`config.mk`:
```
export PLATFORM = sky130hd
export DESIGN_NAME = replay_fifo
export DESIGN_NICKNAME = d
export VERILOG_FILES = /design/src/rtl/rfifo_pkg.sv /design/src/rtl/rfifo_ctrl.sv /design/src/rtl/rfifo_store.sv /design/src/rtl/rfifo_flags.sv /design/src/rtl/replay_fifo.sv
export SDC_FILE = /design/constraint.sdc
export NUM_CORES = 1
export LEC_CHECK = 0
export BUFFER_PORTS_ARGS = -buffer_cell sky130_fd_sc_hd__buf_2
export CAP_MARGIN = 40
export CORE_MARGIN = 10
export CORE_UTILIZATION = 38
export CTS_CLUSTER_SIZE = 16
export DETAILED_ROUTE_END_ITERATION = 8
export SETUP_SLACK_MARGIN = 0.1
export SLEW_MARGIN = 10
export SYNTH_ARGS = -nofsm -noshare
export SYNTH_HDL_FRONTEND = slang
export SYNTH_SLANG_ARGS = --single-unit
```
`constraint.sdc`:
```
create_clock -name clk -period 8.9 [get_ports clk]
set_input_delay 1.335 -clock clk [delete_from_list [all_inputs] [get_ports clk]]
set_output_delay 1.335 -clock clk [all_outputs]
set_load 0.1 [all_outputs]
```
`src/rtl/rfifo_pkg.sv`:
```
package rfifo_pkg;
   // accepted operations for one clock edge
   typedef struct packed {
      logic clear;
      logic rewind;
      logic push;
      logic pop;
   } rfifo_op_t;
endpackage

```
`src/rtl/rfifo_ctrl.sv`:
```
module rfifo_ctrl #(
   parameter int DEPTH = 16,
   localparam int AW   = $clog2(DEPTH)
) (
   input  logic                  clk,
   input  logic                  rst_n,
   input  logic                  wr_n,
   input  logic                  rd_n,
   input  logic                  rtx_n,
   output rfifo_pkg::rfifo_op_t  op,
   output logic [AW-1:0]         waddr,
   output logic [AW-1:0]         raddr,
   output logic [AW:0]           count
);
   localparam logic [AW:0] FULLCNT = (AW+1)'(DEPTH);

   logic [AW:0]   wptr;
   logic [AW-1:0] rptr;

   // priority: reset, then rewind, then data strobes
   always_comb begin
      op.clear  = !rst_n;
      op.rewind = rst_n && !rtx_n;
      op.push   = rst_n && rtx_n && !wr_n && (count != FULLCNT);
      op.pop    = rst_n && rtx_n && !rd_n && (count != '0);
   end

   always_ff @(posedge clk) begin
      if (op.clear) begin
         wptr  <= '0;
         rptr  <= '0;
         count <= '0;
      end else if (op.rewind) begin
         rptr  <= '0;
         count <= wptr - (AW+1)'(0);
      end else begin
         if (op.push) wptr <= wptr + 1'b1;
         if (op.pop)  rptr <= rptr + 1'b1;
         count <= count + (AW+1)'(op.push) - (AW+1)'(op.pop);
      end
   end

   assign waddr = wptr[AW-1:0];
   assign raddr = rptr;
endmodule

```
`src/rtl/rfifo_store.sv`:
```
module rfifo_store #(
   parameter int WIDTH = 9,
   parameter int DEPTH = 16,
   localparam int AW   = $clog2(DEPTH)
) (
   input  logic                 clk,
   input  rfifo_pkg::rfifo_op_t op,
   input  logic [AW-1:0]        waddr,
   input  logic [AW-1:0]        raddr,
   input  logic [WIDTH-1:0]     din,
   output logic [WIDTH-1:0]     q,
   output logic                 q_oe
);
   logic [WIDTH-1:0] mem [DEPTH];
   logic [WIDTH-1:0] q_r;
   logic             oe_r;

   always_ff @(posedge clk) begin
      if (op.push) mem[waddr] <= din;
   end

   always_ff @(posedge clk) begin
      if (op.clear) oe_r <= 1'b0;
      else          oe_r <= op.pop;
      if (op.pop)   q_r  <= mem[raddr];
   end

   assign q_oe = oe_r;
   assign q    = oe_r ? q_r : '0;
endmodule

```
`src/rtl/rfifo_flags.sv`:
```
module rfifo_flags #(
   parameter int DEPTH = 16,
   localparam int AW   = $clog2(DEPTH)
) (
   input  logic [AW:0] count,
   output logic        empty_n,
   output logic        full_n,
   output logic        half_n
);
   localparam logic [AW:0] FULLCNT = (AW+1)'(DEPTH);
   localparam logic [AW:0] HALFCNT = (AW+1)'(DEPTH / 2);

   assign empty_n = (count != '0);
   assign full_n  = (count != FULLCNT);
   assign half_n  = !(count > HALFCNT);
endmodule

```
`src/rtl/replay_fifo.sv`:
```
module replay_fifo #(
   parameter int WIDTH = 9,
   parameter int DEPTH = 16
) (
   input  logic             clk,
   input  logic             rst_n,
   input  logic             wr_n,
   input  logic             rd_n,
   input  logic             rtx_n,
   input  logic [WIDTH-1:0] din,
   output logic [WIDTH-1:0] q,
   output logic             q_oe,
   output logic             empty_n,
   output logic             full_n,
   output logic             half_n
);
   localparam int AW = $clog2(DEPTH);

   generate
      if (DEPTH < 4 || (DEPTH & (DEPTH - 1)) != 0) begin : g_bad_depth
         $error("replay_fifo: DEPTH must be a power of two, at least 4");
      end
      if (WIDTH < 1) begin : g_bad_width
         $error("replay_fifo: WIDTH must be positive");
      end
   endgenerate

   rfifo_pkg::rfifo_op_t op;
   logic [AW-1:0] waddr, raddr;
   logic [AW:0]   count;

   rfifo_ctrl #(.DEPTH(DEPTH)) u_ctrl (
      .clk(clk), .rst_n(rst_n), .wr_n(wr_n), .rd_n(rd_n), .rtx_n(rtx_n),
      .op(op), .waddr(waddr), .raddr(raddr), .count(count)
   );

   rfifo_store #(.WIDTH(WIDTH), .DEPTH(DEPTH)) u_store (
      .clk(clk), .op(op), .waddr(waddr), .raddr(raddr), .din(din),
      .q(q), .q_oe(q_oe)
   );

   rfifo_flags #(.DEPTH(DEPTH)) u_flags (
      .count(count), .empty_n(empty_n), .full_n(full_n), .half_n(half_n)
   );
endmodule

```
Word level (Yosys, flattened, before mapping):

Memories as Yosys holds them, arrays and structs flattened. A register that Yosys moved wholly into a read port is not among the register bits.
Index checks and enable logic that the tools add are counted.

* register bits after elaboration: 15
* word-level logic and storage cells: 30
* memory bits (writable): 144
* bits of input ports: 14
* memories kept: 1

Memory list
* u_store.mem: words 16, width 9, rd ports 1, clocked after Yosys merged registers in 1, wr ports 1, RTL line rfifo_store.sv:14 `logic [WIDTH-1:0] mem [DEPTH];`

* bitwise logic cells: 2
* equal/unequal tests: 1
* reductions and logical operators: 13
* add/subtract/negate cells: 4
* magnitude comparators: 1
* multiplexer cells: 4

Operator list (count)
* $mux W9: 1
* $logic_and A1 B1 Y1: 6
* $add A5 B1 Y5: 1
* $add A5 B1 Y5 const B: 1
* $gt A5 B4 Y1 const B: 1
* $mux W5: 1
* $ne A5 B5 Y1 const B: 1
* $reduce_bool A5 Y1: 1
* $sub A5 B1 Y5: 1
* $add A4 B1 Y4 const B: 1
* $logic_not A1 Y1: 4
* $mux W1: 2
* $not A1 Y1: 2
* $reduce_and A2 Y1: 1
* $reduce_or A2 Y1: 1

Logic depth before layout (Yosys ltp):

Gate-level depths: netlist of the first run.

* depth in word-level cells: 6
* depth in mapped cells: 15
* mapped depth without buffers: 14

Hierarchy:

From an unflattened synthesis of the first run, not the netlist that was laid out.

* cell total of the unflattened synthesis: 359
* area, all modules: 6799.0 µm²

By module, submodules not included
* rfifo_store: times used 1, seq. area each 4614.4 µm², area each 5957.0 µm², cells each 265
* rfifo_ctrl: times used 1, seq. area each 280.3 µm², area each 814.5 µm², cells each 89
* rfifo_flags: times used 1, seq. area each 0.0 µm², area each 27.5 µm², cells each 5

Least setup slack after synthesis of the first run:

OpenSTA, ideal clock, no wires.

* path kind: input to register
* from: input rtx_n
* to: register u_ctrl.count[4]
* library setup time: 0.139 ns
* buffers on the path: 1
* arrival: 3.728 ns
* stages: 12
* setup slack: 5.033 ns
* cell sequence: clkbuf_1 > nand2_1 > nor2b_1 > ha_1 > inv_1 > ha_1 > inv_1 > fa_1 > nand2b_1 > a21oi_1 > or3_1 > a31oi_1

RTL lines
* start, declared: RTL line replay_fifo.sv:9 `input logic rtx_n,`
* end signal, assigned: RTL line rfifo_ctrl.sv:35 `count <= wptr - (AW+1)'(0);`
* end signal, assigned: RTL line rfifo_ctrl.sv:39 `count <= count + (AW+1)'(op.push) - (AW+1)'(op.pop);`
* end, declared: RTL line rfifo_ctrl.sv:13 `output logic [AW:0] count`

Worst setup path in the final report of the first run:

* from: input rtx_n
* to: register u_ctrl.count[4]

* cells in the longest elaborated chain, start to end: 6
* elaborated cells on any way between the ends: 10
* those cells by class: add/sub: 2; mux: 1; reduce/logical: 7

RTL lines
* $logic_and A1 B1 Y1: RTL line rfifo_ctrl.sv:24, rfifo_ctrl.sv:25
* $logic_and A1 B1 Y1 (2 in a row): RTL line rfifo_ctrl.sv:24 `op.push = rst_n && rtx_n && !wr_n && (count != FULLCNT);`
* $add A5 B1 Y5: RTL line rfifo_ctrl.sv:39
* $sub A5 B1 Y5: RTL line rfifo_ctrl.sv:39
* $mux W5 (*): RTL line rfifo_ctrl.sv:33 `end else if (op.rewind) begin`

Every way passes the cells marked *; elsewhere a longest branch is shown, timed or not.
A chain may end at the register's enable or synchronous reset.

==> flow_summary_export.csv, run 1 <==
group,metric,value,unit
die,ios,27,
synthesis,syn_inst,360,
setup_path,rr_endpoint,"u_ctrl.count[4]$_SDFF_PN0_",
sta,setup_tns,0,ns
grt,grt_start_max_net_pins,37,
setup_path,worst_ep_required_time,9.20,ns
cts,clkLatencyLatePin,0.42,ns
sta,timing.fmax,309,MHz
final_layout,final_nets,436,
synthesis,ys_seq_area_share,71.9,%
cts,numClockSinks,168,
sta,fin_crit,3.24,ns
cts,cts_buffers,17,
final_layout,drive_gt1_share,20.9,%
routing,avgViaCountPerCell,5.13,
sta,setup_violations,0,
synthesis,synthesis.nets,388,
final_layout,fin_cells,646,
final_layout,syn_to_final_growth,14.5,%
final_layout,final_cell_mix,"153 x edfxtp_1, 26 x buf_2, 24 x mux4_1, 18 x a22oi_1, 18 x buf_4",
cts,hold_buffers,0,
sta,slew_viol_final,0,
status,outcome,"finished, final reports clean",
power,power.ir.vdd_worst,0.000140,V
die,die_h,154,um
setup_path,cp.arrival,3.54,ns
routing,num_vias,3311,
synthesis,syn-cell-area,6810,um2
setup_path,regToRegStartpoint,"u_ctrl.count[2]$_SDFF_PN0_",
synthesis,avgSynthCellArea,18.9,um2
placement,dp_hpwl,8880,um
power,finalPower,1.62,mW
die,start_util,39.1,%
placement,dp_cells,614,
setup_path,startpoint_type,"input port",
placement,gp_congestion,0.818,
routing,final_antenna_net_count,0,
cts,clk_pin_slew,0.07,ns
placement,numPortBuffers,26,
power,p_leak,2.62,nW
hold_path,whs_endpoint,"u_ctrl.wptr[4]$_SDFFE_PN0P_",
final_layout,final_common_cell,"edfxtp_1",
die,fp.dieW,154,um
sta,final.setup_skew,0.0105,ns
die,core_area,17400,um2
cts,cts_resized,0,
sta,post-route-period-util,36.4,%
setup_path,reg2regPathDepth,13,
die,rows,48,
sta,rsz0062_at_grt,"false",
hold_path,hp-start,"u_ctrl.wptr[4]$_SDFFE_PN0P_",
grt,grt_usage,11.4,%
grt,overflow,0,
setup_path,path_max_fanout,11,
die,dieArea,23700,um2
setup_path,rrSetupSlack,6.00,ns
grt,grt_first_pass_wirelength,20500,um
sta,maxSlewHeadroom,44.0,%
synthesis,synthDistinctLibCells,34,
routing,wl,13200,um
grt,grt_pass1_vias,3532,
setup_path,crit_type,"input port to flop",
setup_path,cp-end-kind,"flop",
cts,cts_tree,"built",
final_layout,diodes,0,
synthesis,ys_seq_elements,168,
routing,drc_errors,0,
routing,first_pass_iters,4,
routing,wl_per_cell,20.4,um
routing,drt_iter0_drc,247,
cts,root_buffer,"clkbuf_16",
hold_path,hold_path.class,"flop to flop",
grt,grt_antenna_before_repair,0,
job,cap_violations,0,
sta,hold_violations,0,
cts,h-tree-depth,4,
cts,cts_buffer_depth,2,
hold_path,hold_depth,1,
sta,worst_slew_pin_slew,0.839,ns
power,powerDensity,207,nW/um2
synthesis,yosysWarnings,0,
cts,post_cts_buffers,0,
==> layout make-up <==
class / instances / area (um2)
clock buffers: 17 / 425
clock inverters: 15 / 101
flip-flops and latches: 168 / 4900
repair buffers: 45 / 277
well taps: 225 / 282
inverters: 11 / 41.3
multi-input cells: 165 / 1770
fillers: 1476 / 9620
==> worst max-delay path by stage <==
stage | end | cells after the start | startpoint | slack (ns)
5_1_grt | u_ctrl.count[4]$_SDFF_PN0_ | 13 | rtx_n | 5.36
4_1_cts | u_ctrl.count[4]$_SDFF_PN0_ | 13 | rtx_n | 5.66
6_report | u_ctrl.count[4]$_SDFF_PN0_ | 13 | rtx_n | 5.66
3_3_place_gp | u_ctrl.count[4]$_SDFF_PN0_ | 12 | rd_n | 4.68
2_1_floorplan | u_ctrl.count[4]$_SDFF_PN0_ | 12 | rtx_n | 5.03
3_5_place_dp | u_ctrl.count[4]$_SDFF_PN0_ | 13 | rtx_n | 5.22
==> sequential cells by signal, summed over array words and instances, names as in the netlist <==
name / cells
u_store.mem: 144
u_store.q_r: 9
u_ctrl.count: 5
u_ctrl.wptr: 5
u_ctrl.raddr: 4
u_store.q_oe: 1
==> cells by family (layout without fill, tap and decap cells) <==
logic type | Yosys count | in the layout | share of synthesized area [%]
DFF | 168 | 168 | 71.9
and+or+nand+nor | 71 | 71 | 5.22
muxes | 41 | 41 | 14.0
AOI/OAI and AO/OA | 32 | 32 | 3.27
buffers and inverters | 27 | 88 | 2.08
adders and majority gates | 14 | 14 | 2.68
xor gates and xnor gates | 7 | 7 | 0.900
==> metal layers <==
| metal | up-vias | global-route usage [%] | part of all wire [%] |
|---|---|---|---|
| li1 | 1537 | - | - |
| met4 | 0 | 4.50 | 1.5 |
| met3 | 18 | 2.71 | 3.9 |
| met1 | 1691 | 13.8 | 44 |
| met2 | 65 | 19.2 | 50 |
| met5 | - | 0 | 0 |
==> worst max-delay path, cell delays in order <==
cell      delay, ns
buf_2          0.20
and3b_1        0.22
and2_1         0.29
inv_1          0.07
ha_1           0.27
inv_1          0.06
ha_1           0.15
inv_1          0.05
fa_1           0.38
nand2b_1       0.16
a21oi_1        0.16
or3_1          0.12
a31oi_1        0.07
==> Yosys cell counts, drive strengths merged <==
master | n | area, um2
and3 | 1 | 6.26
and3b | 1 | 8.76
nand3 | 4 | 20.0
inv | 11 | 41.3
and2 | 14 | 87.6
nand2b | 3 | 18.8
a22oi | 18 | 135
xnor2 | 7 | 61.3
a211oi | 1 | 7.51
nand2 | 17 | 63.8
nand4bb | 1 | 11.3
ha | 13 | 163
mux2i | 5 | 50.1
edfxtp | 153 | 4590
mux4 | 36 | 901
nor3 | 5 | 25.0
nor2b | 7 | 43.8
a21o | 2 | 15.0
a31oi | 1 | 6.26
buf | 9 | 73.8
clkbuf | 7 | 26.3
a31o | 1 | 8.76
a21oi | 5 | 25.0
o21ai | 3 | 15.0
o211a | 1 | 10.0
fa | 1 | 20.0
dfxtp | 15 | 300
or3 | 1 | 6.26
nor2 | 17 | 63.8
==> stage by stage <==
step	hold WS [ns]	util, %	setup WS, ns	area, um2
2_1_floorplan	0.431	-	5.03	6810
3_3_place_gp	0.473	41.1	4.68	7170
4_1_cts	0.493	44.8	5.66	7790
6_report	0.495	44.8	5.66	7790
3_5_place_dp	0.481	41.7	5.22	7270
5_1_grt	0.529	44.8	5.36	7790
==> power breakdown <==
group	leakage [nW]	switching (mW)	internal (mW)	total (mW)
Combinational	0.859	0.0650	0.0328	0.0978
Sequential	1.50	0.00415	0.866	0.870
Clock	0.263	0.293	0.356	0.649
Note: power is estimated with default switching activity, not from simulation.
==> inputs of run 2 (changes only) <==
==> constraint.sdc (replaced) <==
create_clock -name clk -period 3.4 [get_ports clk]
set_input_delay 0.51 -clock clk [delete_from_list [all_inputs] [get_ports clk]]
set_output_delay 0.51 -clock clk [all_outputs]
set_load 0.1 [all_outputs]
==> run 2 against run 1 <==
Against the previous run:
- sequential power rose to 2.6 times the previous value
- worst hold slack got worse by 0.074 ns
- clock power rose to 2.8 times the previous value
- combinational power rose to 2.7 times the previous value
- flip-flop and latch count did not move
- final area rose by 0.64%
- die area did not move
- first-iteration DRC count fell by 11%
- clock skew rose by 0.00065 ns
- sequential share of layout area fell by 0.40 points
- critical path type is now flop to flop
- largest power group unchanged
==> flow_summary_export.csv, run 2 (synthesized netlist as in run 1, its figures left out) <==
group,metric,value,unit
sta,hold_ws,0.421,ns
status,outcome,"finished, final reports clean",
power,seq_power_share,52.1,%
cts,cts_tree,"built",
grt,grt_antenna_before_repair,0,
grt,grt_pass1_vias,3627,
final_layout,nFillCells,1532,
setup_path,cp-end-kind,"flop",
setup_path,slowest_stage,"a21oi_1",
power,pwr-share-clk,41.9,%
die,core_area,17400,um2
sta,maxSlewHeadroom,44.7,%
setup_path,worst_ep_required_time,3.74,ns
cts,cts_buffers,17,
power,powerDensity,558,nW/um2
sta,hold_violations,0,
sta,setup_tns,0,ns
grt,grt_start_max_net_pins,40,
sta,fin_crit,2.97,ns
final_layout,drive_gt1_share,20.2,%
final_layout,largest-register,"u_store.mem",
power,p_int,3.43,mW
setup_path,path_max_fanout,6,
die,start_util,39.1,%
die,rows,48,
sta,final.setup_skew,0.0112,ns
final_layout,largest_register_ffs,144,
sta,setup_violations,0,
routing,avgViaCountPerCell,5.15,
power,power.ir.vdd_worst,0.000392,V
power,p_sw,941,uW
grt,overflow,0,
final_layout,finalInstanceArea,7850,um2
job,cap_violations,0,
routing,wl,13700,um
sta,post-route-period-util,87.3,%
routing,wl_per_cell,21.3,um
routing,num_vias,3330,
final_layout,syn_to_final_growth,15.2,%
cts,clkLatencyLatePin,0.42,ns
cts,clk_pin_slew,0.06,ns
setup_path,startpoint_type,"flop",
final_layout,reg_top3,"u_store.mem: 144 flops, u_store.q_r: 9 flops",
routing,drt_iter0_drc,219,
sta,worst_slew_pin_slew,0.828,ns
sta,slew_viol_final,0,
placement,dp_cells,614,
sta,timing.fmax,337,MHz
routing,final_antenna_net_count,0,
routing,drc_errors,0,
setup_path,worstPathBufferInverterCount,3,
placement,place_area,7280,um2
setup_path,crit_type,"flop to flop",
cts,h-tree-depth,4,
final_layout,fin_cells,646,
die,ios,27,
cts,root_buffer,"clkbuf_16",
hold_path,hold_path.class,"input port to flop",
final_layout,final_common_cell,"edfxtp_1",
grt,grt_first_pass_wirelength,21500,um
final_layout,final_nets,436,
grt,grt_usage,12.0,%
final_layout,final_cell_mix,"153 x edfxtp_1, 26 x buf_2, 24 x mux4_1, 18 x a22oi_1, 18 x buf_4",
setup_path,cp.arrival,3.31,ns
sta,setup_ws,0.432,ns
setup_path,max_stage_delay,0.42,ns
routing,first_pass_iters,4,
power,swShare,21.5,%
placement,gp_congestion,0.754,
placement,numPortBuffers,26,
die,die_h,154,um
final_layout,diodes,0,
die,dieArea,23700,um2
cts,numClockSinks,168,
setup_path,cpLargestDelayFamily,"adder cells",
placement,dp_hpwl,8980,um
setup_path,path_cells,"inv_1, ha_1, a21oi_1, nor2b_1, ha_1, inv_1, ha_1, inv_1, fa_1, nand2b_1, a21oi_1, o21ai_0, a31oi_1",
sta,rsz0062_at_grt,"false",
power,comb_power_share,6.0,%
power,p_leak,2.63,nW
placement,dp_slack,0.454,ns
cts,post_cts_buffers,0,
cts,cts_buffer_depth,2,
die,fp.dieW,154,um
cts,cts_resized,0,
cts,hold_buffers,0,
==> run 2: cell types whose count changed in the layout (fill, tap and decap cells not counted), moves of 2 or more <==
cell       before  now
clkinv_2        5    1
clkbuf_1        0    3
inv_6           4    1
bufinv_16       0    2
==> run 2: power by group through the flow <==
| stage | Combinational (mW) | Sequential (mW) | Clock (mW) |
|---|---|---|---|
| 2_1_floorplan | 0.192 | 2.32 | 0 |
| 3_3_place_gp | 0.258 | 2.32 | 0 |
| 3_5_place_dp | 0.265 | 2.32 | 0 |
| 4_1_cts | 0.266 | 2.28 | 1.87 |
| 5_1_grt | 0.284 | 2.28 | 1.95 |
| 6_report | 0.262 | 2.28 | 1.83 |
==> run 2: worst paths after layout <==
| path | startpoint | to | slack (ns) | cells after the start |
|---|---|---|---|---|
| worst max-delay path | u_ctrl.count[2]$_SDFF_PN0_ | u_ctrl.count[4]$_SDFF_PN0_ | 0.43 | 13 |
| worst min register to register | u_ctrl.wptr[4]$_SDFFE_PN0P_ | u_ctrl.wptr[4]$_SDFFE_PN0P_ | 0.48 | 1 |
| worst max register to register | u_ctrl.count[2]$_SDFF_PN0_ | u_ctrl.count[4]$_SDFF_PN0_ | 0.43 | 13 |
| worst min-delay path | rst_n | u_ctrl.count[1]$_SDFF_PN0_ | 0.42 | 2 |
==> run 2: metrics by stage <==
stage | total power, mW | utilization, %
5_1_grt | 4.52 | 45.0
6_report | 4.37 | 45.0
3_5_place_dp | 2.59 | 41.8
4_1_cts | 4.42 | 45.0
2_1_floorplan | 2.51 | -
3_3_place_gp | 2.58 | 41.8
==> run 2: per-layer routing <==
layer	track usage (%)	up-vias	part of all wire (%)
met1	15.3	1697	44
li1	-	1541	-
met5	0	-	0
met2	19.2	81	49
met4	4.41	0	0.99
met3	3.01	11	6.1
==> run 2: cell type report <==
cell class                 count  area (um2)  share of cell area, %
sequential                   168        4900                   62.4
multi-input combinational    165        1780                   22.7
tap                          225         282                   3.59
timing repair buffer          45         285                   3.64
clock inverter                12         126                   1.61
inverter                      11        41.3                  0.526
clock buffer                  20         437                   5.57
==> inputs of run 3 (changes only) <==
--- a/config.mk
+++ b/config.mk
@@ -7,6 +7,7 @@
 export LEC_CHECK = 0
 export BUFFER_PORTS_ARGS = -buffer_cell sky130_fd_sc_hd__buf_2
 export CAP_MARGIN = 40
+export CORE_ASPECT_RATIO = 0.9
 export CORE_MARGIN = 10
 export CORE_UTILIZATION = 38
 export CTS_CLUSTER_SIZE = 16
==> run 3 against run 2 <==
Against the previous run:
- sequential share of layout area fell by 0.070 points
- register-to-register slack better by 0.13 ns
- setup slack improved by 0.13 ns
- routed wire length decreased by 3.9%
- clock power down 3%
- fmax is 4.6% higher
==> flow_summary_export.csv, run 3 (synthesized netlist as in run 1, its figures left out) <==
group,metric,value,unit
die,start_util,38.7,%
grt,grt_pass1_vias,3448,
sta,hold_violations,0,
routing,drt_iter0_drc,159,
grt,grt_first_pass_wirelength,20300,um
setup_path,rr_endpoint,"u_ctrl.count[4]$_SDFF_PN0_",
placement,numPortBuffers,26,
final_layout,final_common_cell,"edfxtp_1",
cts,root_buffer,"clkbuf_16",
routing,avgViaCountPerCell,5.02,
power,power.ir.vdd_worst,0.000316,V
setup_path,startpoint_type,"flop",
power,powerDensity,549,nW/um2
die,die_h,147,um
final_layout,finalInstanceArea,7850,um2
final_layout,largest_register_ffs,144,
hold_path,hold_path.class,"input port to flop",
final_layout,final_cell_mix,"153 x edfxtp_1, 26 x buf_2, 24 x mux4_1, 20 x buf_4, 18 x a22oi_1",
sta,rsz0062_at_grt,"false",
final_layout,diodes,0,
die,rows,46,
final_layout,drive_gt1_share,20.6,%
hold_path,hold_depth,2,
final_layout,post-route-util,44.6,%
setup_path,reg2regPathDepth,13,
sta,setup_violations,0,
final_layout,final_nets,438,
sta,slew_viol_final,0,
sta,final.setup_skew,0.00738,ns
final_layout,multiInputGateArea,1780,um2
hold_path,whs_endpoint,"u_ctrl.count[1]$_SDFF_PN0_",
sta,setup_tns,0,ns
routing,first_pass_iters,4,
final_layout,seq_area,4900,um2
cts,h-tree-depth,4,
status,outcome,"finished, final reports clean",
grt,overflow,0,
cts,clkLatencyLatePin,0.42,ns
sta,fin_crit,2.84,ns
die,core_area,17600,um2
final_layout,syn_to_final_growth,15.3,%
setup_path,cp-end-kind,"flop",
setup_path,regToRegStartpoint,"u_ctrl.count[1]$_SDFF_PN0_",
grt,grt_antenna_before_repair,0,
cts,clk_pin_slew,0.06,ns
grt,grt_start_max_net_pins,37,
routing,num_vias,3330,
cts,post_cts_buffers,0,
job,cap_violations,0,
power,p_leak,2.63,nW
cts,hold_buffers,0,
placement,gp_congestion,0.731,
setup_path,crit_type,"flop to flop",
setup_path,path_max_fanout,6,
die,fp.dieW,161,um
routing,wl_per_cell,19.9,um
routing,drc_errors,0,
die,ios,27,
routing,final_antenna_net_count,0,
sta,maxSlewHeadroom,38.1,%
cts,cts_buffer_depth,2,
placement,dp_hpwl,8450,um
grt,grt_usage,11.5,%
cts,cts_tree,"built",
hold_path,hp-start,"rst_n",
final_layout,reg_top3,"u_store.mem: 144 flops, u_store.q_r: 9 flops",
sta,worst_slew_pin_slew,0.926,ns
cts,cts_resized,0,
cts,cts_buffers,17,
final_layout,nFillCells,1553,
setup_path,worst_ep_required_time,3.70,ns
final_layout,largest-register,"u_store.mem",
sta,timing.fmax,352,MHz
setup_path,rrSetupSlack,0.56,ns
setup_path,cp.arrival,3.14,ns
die,dieArea,23700,um2
placement,place_area,7320,um2
cts,numClockSinks,168,
sta,post-route-period-util,83.5,%
routing,wl,13200,um
## run 3: worst max path at each step
stage                                     from                         end  slack [ns]  depth (start not counted)
floorplan           u_ctrl.count[2]$_SDFF_PN0_  u_ctrl.count[4]$_SDFF_PN0_        0.15                         15
global placement                         rtx_n  u_ctrl.count[4]$_SDFF_PN0_        0.62                         13
detailed placement                       rtx_n  u_ctrl.count[4]$_SDFF_PN0_        0.53                         13
CTS                 u_ctrl.count[1]$_SDFF_PN0_  u_ctrl.count[4]$_SDFF_PN0_        0.61                         13
global route        u_ctrl.count[1]$_SDFF_PN0_  u_ctrl.count[4]$_SDFF_PN0_        0.42                         13
finish              u_ctrl.count[1]$_SDFF_PN0_  u_ctrl.count[4]$_SDFF_PN0_        0.56                         13
## run 3: metrics by stage
stage	hold WS [ns]	cells	power [mW]	setup slack (ns)
finish	0.430	663	4.31	0.562
global route	0.432	663	4.45	0.416
CTS	0.406	663	4.35	0.608
detailed placement	0.485	631	2.59	0.534
global placement	0.468	631	2.58	0.618
floorplan	0.431	360	2.51	0.148
## run 3: layout make-up
| cell class | count | area share (%) |
|---|---|---|
| clock buffers | 19 | 5.51 |
| clock inverters | 13 | 1.34 |
| inverters | 11 | 0.526 |
| multi-input cells | 165 | 22.6 |
| flip-flops and latches | 168 | 62.3 |
| well taps | 240 | 3.82 |
| repair buffers | 47 | 3.82 |
## run 3: layer usage
| layer | vias up | track usage, % | share of wire (%) |
|---|---|---|---|
| li1 | 1547 | - | - |
| met1 | 1691 | 14.1 | 42 |
| met2 | 77 | 18.5 | 50 |
| met3 | 15 | 3.63 | 6.3 |
| met4 | 0 | 4.95 | 1.9 |
| met5 | - | 0 | 0 |
## run 3: critical path, stage by stage, from the launching register on
cell	delay, ns
dfxtp_1	0.36
nor3_1	0.44
a21oi_1	0.13
buf_4	0.17
nor2b_1	0.15
ha_1	0.29
inv_1	0.05
ha_1	0.16
inv_1	0.06
fa_1	0.39
nand2b_1	0.16
a21oi_1	0.15
or3_1	0.12
a31oi_1	0.07
## run 3: power by group
part,internal [mW],switching [mW]
Combinational,0.0908,0.167
Clock,1.00,0.769
Sequential,2.27,0.0144
